==> src/rtl/sofc_pkg.sv <==
package sofc_pkg;
  localparam int PID_W   = 8;
  localparam int FRAME_W = 11;
  localparam int CRC_W   = 5;
  localparam int BYTE_W  = 8;

  localparam logic [PID_W-1:0] SOF_PID  = 8'hA5;
  localparam logic [CRC_W-1:0] CRC_POLY = 5'b00101;
  localparam logic [CRC_W-1:0] CRC_SEED = 5'b11111;

  typedef struct packed {
    logic [FRAME_W-1:0] frame;
    logic               crc_ok;
  } sof_capture_t;
endpackage

==> src/rtl/sofc_pid_check.sv <==
module sofc_pid_check #(
  parameter int                PID_W = 8,
  parameter logic [PID_W-1:0]  MATCH = 8'hA5
) (
  input  logic [PID_W-1:0] pid,
  output logic             pid_ok,
  output logic             is_match
);
  localparam int HALF = PID_W / 2;

  logic [HALF-1:0] lo_nib;
  logic [HALF-1:0] hi_nib;

  always_comb begin
    lo_nib   = pid[HALF-1:0];
    hi_nib   = pid[PID_W-1:HALF];
    pid_ok   = (hi_nib == ~lo_nib);
    is_match = pid_ok && (pid == MATCH);
  end
endmodule

==> src/rtl/sofc_crc5.sv <==
module sofc_crc5 #(
  parameter int                DATA_W = 11,
  parameter int                CRC_W  = 5,
  parameter logic [CRC_W-1:0]  POLY   = 5'b00101,
  parameter logic [CRC_W-1:0]  SEED   = 5'b11111
) (
  input  logic [DATA_W-1:0] data,
  input  logic [CRC_W-1:0]  rx_crc,
  output logic              crc_ok
);
  logic [DATA_W:0][CRC_W-1:0] rem;

  assign rem[0] = SEED;

  for (genvar i = 0; i < DATA_W; i++) begin : g_stage
    logic fb;
    assign fb         = data[i] ^ rem[i][CRC_W-1];
    assign rem[i + 1] = {rem[i][CRC_W-2:0], 1'b0} ^ (fb ? POLY : '0);
  end

  assign crc_ok = (rx_crc == ~rem[DATA_W]);
endmodule

==> src/rtl/sofc_regs.sv <==
module sofc_regs #(
  parameter int FRAME_W = 11
) (
  input  logic               clk,
  input  logic               rst_n,
  input  logic               sof_hit,
  input  logic [FRAME_W-1:0] frame_in,
  input  logic               crc_ok,
  input  logic               bus_rst_end,
  input  logic               clr_sof,
  input  logic               clr_eor,
  output logic [FRAME_W-1:0] frame_q,
  output logic               good_q,
  output logic               bad_q,
  output logic               sof_q,
  output logic               eor_q
);
  always_ff @(posedge clk) begin
    if (!rst_n) begin
      frame_q <= '0;
      good_q  <= 1'b0;
      bad_q   <= 1'b0;
      sof_q   <= 1'b0;
      eor_q   <= 1'b0;
    end else if (bus_rst_end) begin
      frame_q <= '0;
      good_q  <= 1'b0;
      bad_q   <= 1'b0;
      sof_q   <= 1'b0;
      eor_q   <= 1'b1;
    end else begin
      if (sof_hit) begin
        frame_q <= frame_in;
        good_q  <= crc_ok;
        bad_q   <= !crc_ok;
        sof_q   <= 1'b1;
      end else if (clr_sof) begin
        sof_q   <= 1'b0;
      end
      if (clr_eor) begin
        eor_q <= 1'b0;
      end
    end
  end
endmodule

==> src/rtl/usb_sof_capture.sv <==
module usb_sof_capture
  import sofc_pkg::*;
#(
  parameter int P_PID_W   = PID_W,
  parameter int P_FRAME_W = FRAME_W,
  parameter int P_CRC_W   = CRC_W,
  parameter int P_BYTE_W  = BYTE_W
) (
  input  logic                 clk,
  input  logic                 rst_n,
  input  logic                 tok_valid,
  output logic                 tok_ready,
  input  logic [P_PID_W-1:0]   tok_pid,
  input  logic [P_FRAME_W-1:0] tok_frame,
  input  logic [P_CRC_W-1:0]   tok_crc,
  input  logic                 bus_rst_end,
  input  logic                 clr_sof,
  input  logic                 clr_eor,
  input  logic                 sof_ie,
  input  logic                 eor_ie,
  output logic [P_BYTE_W-1:0]  frame_lo,
  output logic [P_BYTE_W-1:0]  frame_hi,
  output logic                 crc_good,
  output logic                 crc_bad,
  output logic                 sof_flag,
  output logic                 eor_flag,
  output logic                 irq
);
  localparam int HI_BITS = P_FRAME_W - P_BYTE_W;

  logic                 rdy_q;
  logic                 pid_ok;
  logic                 pid_sof;
  logic                 crc_ok;
  logic                 sof_hit;
  logic [P_FRAME_W-1:0] frame_q;

  always_ff @(posedge clk) begin
    if (!rst_n) rdy_q <= 1'b0;
    else        rdy_q <= 1'b1;
  end
  assign tok_ready = rdy_q;

  sofc_pid_check #(
    .PID_W (P_PID_W),
    .MATCH (P_PID_W'(SOF_PID))
  ) u_pid (
    .pid      (tok_pid),
    .pid_ok   (pid_ok),
    .is_match (pid_sof)
  );

  sofc_crc5 #(
    .DATA_W (P_FRAME_W),
    .CRC_W  (P_CRC_W),
    .POLY   (P_CRC_W'(CRC_POLY)),
    .SEED   (P_CRC_W'(CRC_SEED))
  ) u_crc (
    .data   (tok_frame),
    .rx_crc (tok_crc),
    .crc_ok (crc_ok)
  );

  assign sof_hit = tok_valid && rdy_q && pid_ok && pid_sof;

  sofc_regs #(
    .FRAME_W (P_FRAME_W)
  ) u_regs (
    .clk         (clk),
    .rst_n       (rst_n),
    .sof_hit     (sof_hit),
    .frame_in    (tok_frame),
    .crc_ok      (crc_ok),
    .bus_rst_end (bus_rst_end),
    .clr_sof     (clr_sof),
    .clr_eor     (clr_eor),
    .frame_q     (frame_q),
    .good_q      (crc_good),
    .bad_q       (crc_bad),
    .sof_q       (sof_flag),
    .eor_q       (eor_flag)
  );

  assign frame_lo = frame_q[P_BYTE_W-1:0];

  if (HI_BITS < P_BYTE_W) begin : g_hi_pad
    assign frame_hi = {{(P_BYTE_W - HI_BITS){1'b0}}, frame_q[P_FRAME_W-1:P_BYTE_W]};
  end else begin : g_hi_full
    assign frame_hi = frame_q[P_BYTE_W +: P_BYTE_W];
  end

  assign irq = (sof_flag && sof_ie) || (eor_flag && eor_ie);
endmodule

==> config.mk <==
export PLATFORM = sky130hd
export DESIGN_NAME = usb_sof_capture
export DESIGN_NICKNAME = d
export VERILOG_FILES = /design/src/rtl/sofc_pkg.sv /design/src/rtl/sofc_pid_check.sv /design/src/rtl/sofc_crc5.sv /design/src/rtl/sofc_regs.sv /design/src/rtl/usb_sof_capture.sv
export SDC_FILE = /design/constraint.sdc
export NUM_CORES = 1
export LEC_CHECK = 0
export BUFFER_PORTS_ARGS = -buffer_cell sky130_fd_sc_hd__buf_2
export CORE_MARGIN = 2
export CORE_UTILIZATION = 35
export CTS_BUF_LIST = sky130_fd_sc_hd__clkbuf_8 sky130_fd_sc_hd__clkbuf_16
export DETAILED_ROUTE_END_ITERATION = 16
export PLACE_DENSITY = 0.67
export SLEW_MARGIN = 20
export SYNTH_ARGS = -nofsm -noshare
export SYNTH_HDL_FRONTEND = slang
export SYNTH_SLANG_ARGS = --single-unit
==> constraint.sdc <==
create_clock -name clk -period 1.75 [get_ports clk]
set_input_delay 0.35 -clock clk [delete_from_list [all_inputs] [get_ports clk]]
set_output_delay 0.35 -clock clk [all_outputs]
set_load 0.03 [all_outputs]
# Word level (Yosys, flattened, before mapping)
# Cells that the tools add are included.
# word_totals
regBits,16
in_bits,32
# op_classes
muxes,16
reduce_logical,11
n_eq_ne,3
bitwise,24
# ops
op,count
$xor 5x5->5,10
$mux 3,11
$xor 1x1->1,10
$eq 8x8->1 const B,1
$not 4->4,2
$logic_and 1x1->1,6
$eq 5x5->1,1
$mux 1,5
$not 5->5,1
$eq 4x4->1,1
$reduce_bool 2->1,2
$reduce_or 2->1,1
$logic_not 1->1,1
$logic_or 1x1->1,1
$not 1->1,1

# Depth between registers and ports, before layout
# depth
word_depth,35
mapped_depth,5

# Cells and area by module
# Synthesis repeated with hierarchy kept, for this count alone.
# unflattened
hier_cells,92
hier_area_um2,949.7
# by_module_without_submodules
mod,n_inst,cells_each,area_per_inst_um2
sofc_regs,1,50,555.5
sofc_crc5,1,25,247.7
usb_sof_capture,1,9,78.8
sofc_pid_check,1,8,67.6

# Worst setup path before layout
# OpenSTA, ideal clock, no wires.
# synth_timing
kind,input to register
start,in tok_frame[5]
end,reg u_regs.bad_q
t_arrival_ns,1.404
path_slack_ns,0.225
path_buffers,0
setup_ns,0.121
stages,5
path_cell_list,xnor3_1 -> xnor2_2 -> a22o_1 -> nor3_2 -> a21oi_1
# synth_between
elab_chain_len,13
# synth_lines
item,line_no,text
start: declaration,usb_sof_capture.sv:14,"input logic [P_FRAME_W-1:0] tok_frame,"
$xor 1x1->1 *,sofc_crc5.sv:17,assign fb = data[i] ^ rem[i][CRC_W-1];
$mux 3 *,sofc_crc5.sv:18,"assign rem[i + 1] = {rem[i][CRC_W-2:0], 1'b0} ^ (fb ? POLY : '0);"
$xor 5x5->5 * (5 in series),sofc_crc5.sv:18,
$xor 1x1->1 or $xor 5x5->5 (tied branches),"sofc_crc5.sv:17, sofc_crc5.sv:18",
$mux 3 or $xor 5x5->5 (tied branches),sofc_crc5.sv:18,
$xor 5x5->5 *,sofc_crc5.sv:18,
$not 5->5 *,sofc_crc5.sv:21,assign crc_ok = (rx_crc == ~rem[DATA_W]);
$eq 5x5->1 *,sofc_crc5.sv:21,
$logic_not 1->1 *,sofc_regs.sv:35,bad_q <= !crc_ok;
end signal: assignment,sofc_regs.sv:35,
end: declaration,sofc_regs.sv:14,"output logic bad_q,"
# Every way passes the cells marked *; elsewhere a longest branch is shown, timed or not.
# A chain may end at the register's enable or synchronous reset.

# Worst setup path after layout
# layout_timing
start,in tok_frame[4]
end,reg u_regs.good_q
# layout_between
elab_chain_len,15
# layout_lines
item,line_no,text
$xor 1x1->1 *,sofc_crc5.sv:17,
$mux 3 *,sofc_crc5.sv:18,
$xor 5x5->5 * (3 in series),sofc_crc5.sv:18,
$xor 1x1->1,sofc_crc5.sv:17,
$mux 3,sofc_crc5.sv:18,
$xor 5x5->5 * (3 in series),sofc_crc5.sv:18,
$xor 1x1->1,sofc_crc5.sv:17,
$mux 3,sofc_crc5.sv:18,
$xor 5x5->5 *,sofc_crc5.sv:18,
$not 5->5 *,sofc_crc5.sv:21,
$eq 5x5->1 *,sofc_crc5.sv:21,
end signal: assignment,sofc_regs.sv:34,good_q <= crc_ok;
end: declaration,sofc_regs.sv:13,"output logic good_q,"
# Marked as above.

==> impl_metrics.env <==
export IMPL_max_cap_viol_count=0
export IMPL_clkSinkCount=16
export IMPL_h_tree_depth=1
export IMPL_detailedPlacementHpwl_um=1660
export IMPL_grt_overflow=0
export IMPL_postSynthCellCount=95
export IMPL_post_cts_setup_buffer_count=0
export IMPL_root_buffer="sky130_fd_sc_hd__clkbuf_8"
export IMPL_post_synth_and_or_nand_nor_area_fraction=0.203
export IMPL_cp_start_kind="input pin"
export IMPL_tritoncts="yes"
export IMPL_path_clk_slew_ps=60
export IMPL_area_growth_pct=35.6
export IMPL_gr_usage_all_layers=0.142
export IMPL_hold_path_class="input pin to flop"
export IMPL_worst_clock_skew_ps=1.81
export IMPL_cts_buffers_inserted=3
export IMPL_initial_utilization=0.363
export IMPL_met3WireLength_um=81
export IMPL_postLayoutCellArea_um2=1200
export IMPL_finalWirelength_um=1990
export IMPL_floorplan_io_pins=54
export IMPL_antenna_found_initial=0
export IMPL_worst_skew_pair_late_latency_ps=250
export IMPL_post_synth_mux_area_share=0.0227
export IMPL_period_share=0.837
export IMPL_met1_length_um=810
export IMPL_yosysSeqAreaShare=0.363
export IMPL_setup_reg_to_reg_worst_slack_ps=480
export IMPL_synth_compound_area_share=0.119
export IMPL_synthesis_area_per_instance_um2=9.29
export IMPL_ys_ff_latch=16
export IMPL_layout_drive_gt1_share=0.400
export IMPL_route_detailed_wl_per_inst_um=11.4
export IMPL_regArea_um2=320
export IMPL_powerDensity_nw_per_um2=755
export IMPL_final_net_count=178
export IMPL_vias_per_cell=4.55
export IMPL_worst_r2r_cell_count=4
export IMPL_total_leakage_power_nw=0.588
export IMPL_route_vias_total=797
export IMPL_die_height_um=54.2
export IMPL_multi_input_area_um2=524
export IMPL_num_antenna_cells=0
export IMPL_dr_first_iter_drc_count=26
export IMPL_slew_violations=0
export IMPL_wire_length_of_the_first_global_routing_pass_um=2990
export IMPL_placeableCoreArea_um2=2430
export IMPL_finalCriticalPeriod_ps=1460
export IMPL_crit_required_ps=1890
export IMPL_fmaxAchievable_ghz=0.683
export IMPL_rsz_0062_raised_after_global_routing="no"
export IMPL_setup_violations=0
export IMPL_drc=0
export IMPL_crit_type="input pin to flop"
export IMPL_vdd_ir_drop_worst_mv=0.303
export IMPL_worstSetupEndpointType="flop"
export IMPL_pin_count_of_the_biggest_net_entering_global_routing=15
export IMPL_placement_io_buffers=48
export IMPL_worstHoldPathCells=1
export IMPL_floorplan_die_width_um=54.2
export IMPL_status="completed"
export IMPL_topRoutingLayerUsed="met4"
export IMPL_number_of_global_route_vias_before_repair=743
export IMPL_synth_top_family_by_area="XOR/XNOR gates"
export IMPL_place_area_um2=1140
export IMPL_critical_path_max_fanout=3
export IMPL_yosysWarningCount=0
export IMPL_data_arrival_time_at_the_worst_slack_endpoint_ps=1600
export IMPL_antenna_violating_nets_post_route=0
export IMPL_routabilityCongestion=0.773
export IMPL_final_hold_violation_count=0
export IMPL_synth_fa_ha_area_frac=0
export IMPL_route_met2_wl_um=1080
export IMPL_setup_tns_final_ps=0
export IMPL_synth_cell_types=24
export IMPL_max_clock_path_buffers=2
export IMPL_dieArea_um2=2940
export IMPL_postCtsHoldBufs=0
export IMPL_post_synthesis_xor_xnor_area_fraction=0.228
export IMPL_postCtsResizedCells=0
export IMPL_placementRows=18
export IMPL_detailedRoute_firstPassIterationCount=6
export IMPL_fillCellCount=238
export IMPL_post_synth_instance_area_um2=882
path summary, 6_finish.rpt:
kind / to / start
setup / recovery: u_regs.good_q$_SDFFE_PP0P_ / tok_frame[4]
hold / removal: tok_ready$_DFF_P_ / rst_n
setup reg to reg: u_regs.good_q$_SDFFE_PP0P_ / tok_ready$_DFF_P_
hold reg to reg: u_regs.frame_q[9]$_SDFFE_PP0P_ / u_regs.frame_q[9]$_SDFFE_PP0P_
per-stage QoR:
stage               utilization  hold WS, ps  power [mW]  cells  worst slack [ps]
floorplan                     -          378       0.533     99               225
global placement          0.469          437       0.583    171              69.6
detailed placement        0.469          447       0.589    171              4.65
CTS                       0.492          226       0.915    175               274
global route              0.492          229       0.943    175               181
finish                    0.492          230       0.903    175               285
worst max-delay path: stages:
cell,delay (ps)
sky130_fd_sc_hd__buf_2,130
sky130_fd_sc_hd__xnor2_2,230
sky130_fd_sc_hd__xnor3_1,370
sky130_fd_sc_hd__mux2i_1,230
sky130_fd_sc_hd__nor3_1,80
sky130_fd_sc_hd__a32o_1,220
power by group:
| part | switching, mW | internal (mW) | total [mW] |
|---|---|---|---|
| Combinational | 0.102 | 0.108 | 0.211 |
| Sequential | 0.00140 | 0.367 | 0.368 |
| Clock | 0.124 | 0.200 | 0.324 |
| Total | 0.228 | 0.675 | 0.903 |
area by class of cell:
type	count	area share
flip-flops and latches	16	0.268
repair buffers	50	0.213
inverters	1	0.00314
well taps	30	0.0314
multi-input cells	74	0.438
clock buffers	4	0.0460
cell families after synthesis:
family / count (synthesis)
AOI/OAI and AO/OA: 18
xor gates and xnor gates: 15
buffers and inverters: 9
DFF: 16
muxes: 2
other: 1
and+or+nand+nor: 34
registers in the layout (all words and copies together), names as in the netlist:
name and flops:
u_regs.frame_q 11, tok_ready 1, u_regs.bad_q 1, u_regs.eor_q 1, u_regs.good_q 1, u_regs.sof_q 1
cells in the final DEF (no fill, tap or decap), types with 4 or more instances in the layout:
| cell | n |
|---|---|
| sky130_fd_sc_hd__a21oi_1 | 13 |
| sky130_fd_sc_hd__buf_2 | 48 |
| sky130_fd_sc_hd__clkbuf_8 | 4 |
| sky130_fd_sc_hd__conb_1 | 5 |
| sky130_fd_sc_hd__dfxtp_1 | 16 |
| sky130_fd_sc_hd__nand2_1 | 22 |
| sky130_fd_sc_hd__nor2b_1 | 4 |
| sky130_fd_sc_hd__xnor2_1 | 5 |
| sky130_fd_sc_hd__xnor3_1 | 4 |
| sky130_fd_sc_hd__xor2_1 | 4 |
synthesized netlist by cell type:
cell,count,share of area
sky130_fd_sc_hd__nor3_1,1,0.0057
sky130_fd_sc_hd__xnor3_1,4,0.10
sky130_fd_sc_hd__conb_1,1,0.0043
sky130_fd_sc_hd__nor3_2,1,0.011
sky130_fd_sc_hd__o21a_1,1,0.0085
sky130_fd_sc_hd__a32o_1,1,0.011
sky130_fd_sc_hd__dfxtp_1,16,0.36
sky130_fd_sc_hd__a22o_1,2,0.020
sky130_fd_sc_hd__clkbuf_1,3,0.013
sky130_fd_sc_hd__xnor2_2,2,0.037
sky130_fd_sc_hd__nand2_1,22,0.094
sky130_fd_sc_hd__mux2i_1,2,0.023
sky130_fd_sc_hd__a21oi_1,13,0.074
sky130_fd_sc_hd__buf_4,5,0.043
sky130_fd_sc_hd__xnor2_1,5,0.050
sky130_fd_sc_hd__nor2b_1,4,0.028
sky130_fd_sc_hd__o21ai_0,1,0.0057
sky130_fd_sc_hd__and4b_1,1,0.011
sky130_fd_sc_hd__nand2b_1,2,0.014
sky130_fd_sc_hd__nand4_4,1,0.024
sky130_fd_sc_hd__nor2_1,1,0.0043
sky130_fd_sc_hd__inv_1,1,0.0043
sky130_fd_sc_hd__xor2_1,4,0.040
sky130_fd_sc_hd__and4_1,1,0.0099
routing by layer:
metal | track usage | up-vias
li1 | - | 406
met1 | 0.156 | 362
met2 | 0.273 | 26
met3 | 0.00833 | 3
met4 | 0.0625 | 0
met5 | 0 | -
Note: power is estimated with default switching activity, not from simulation.
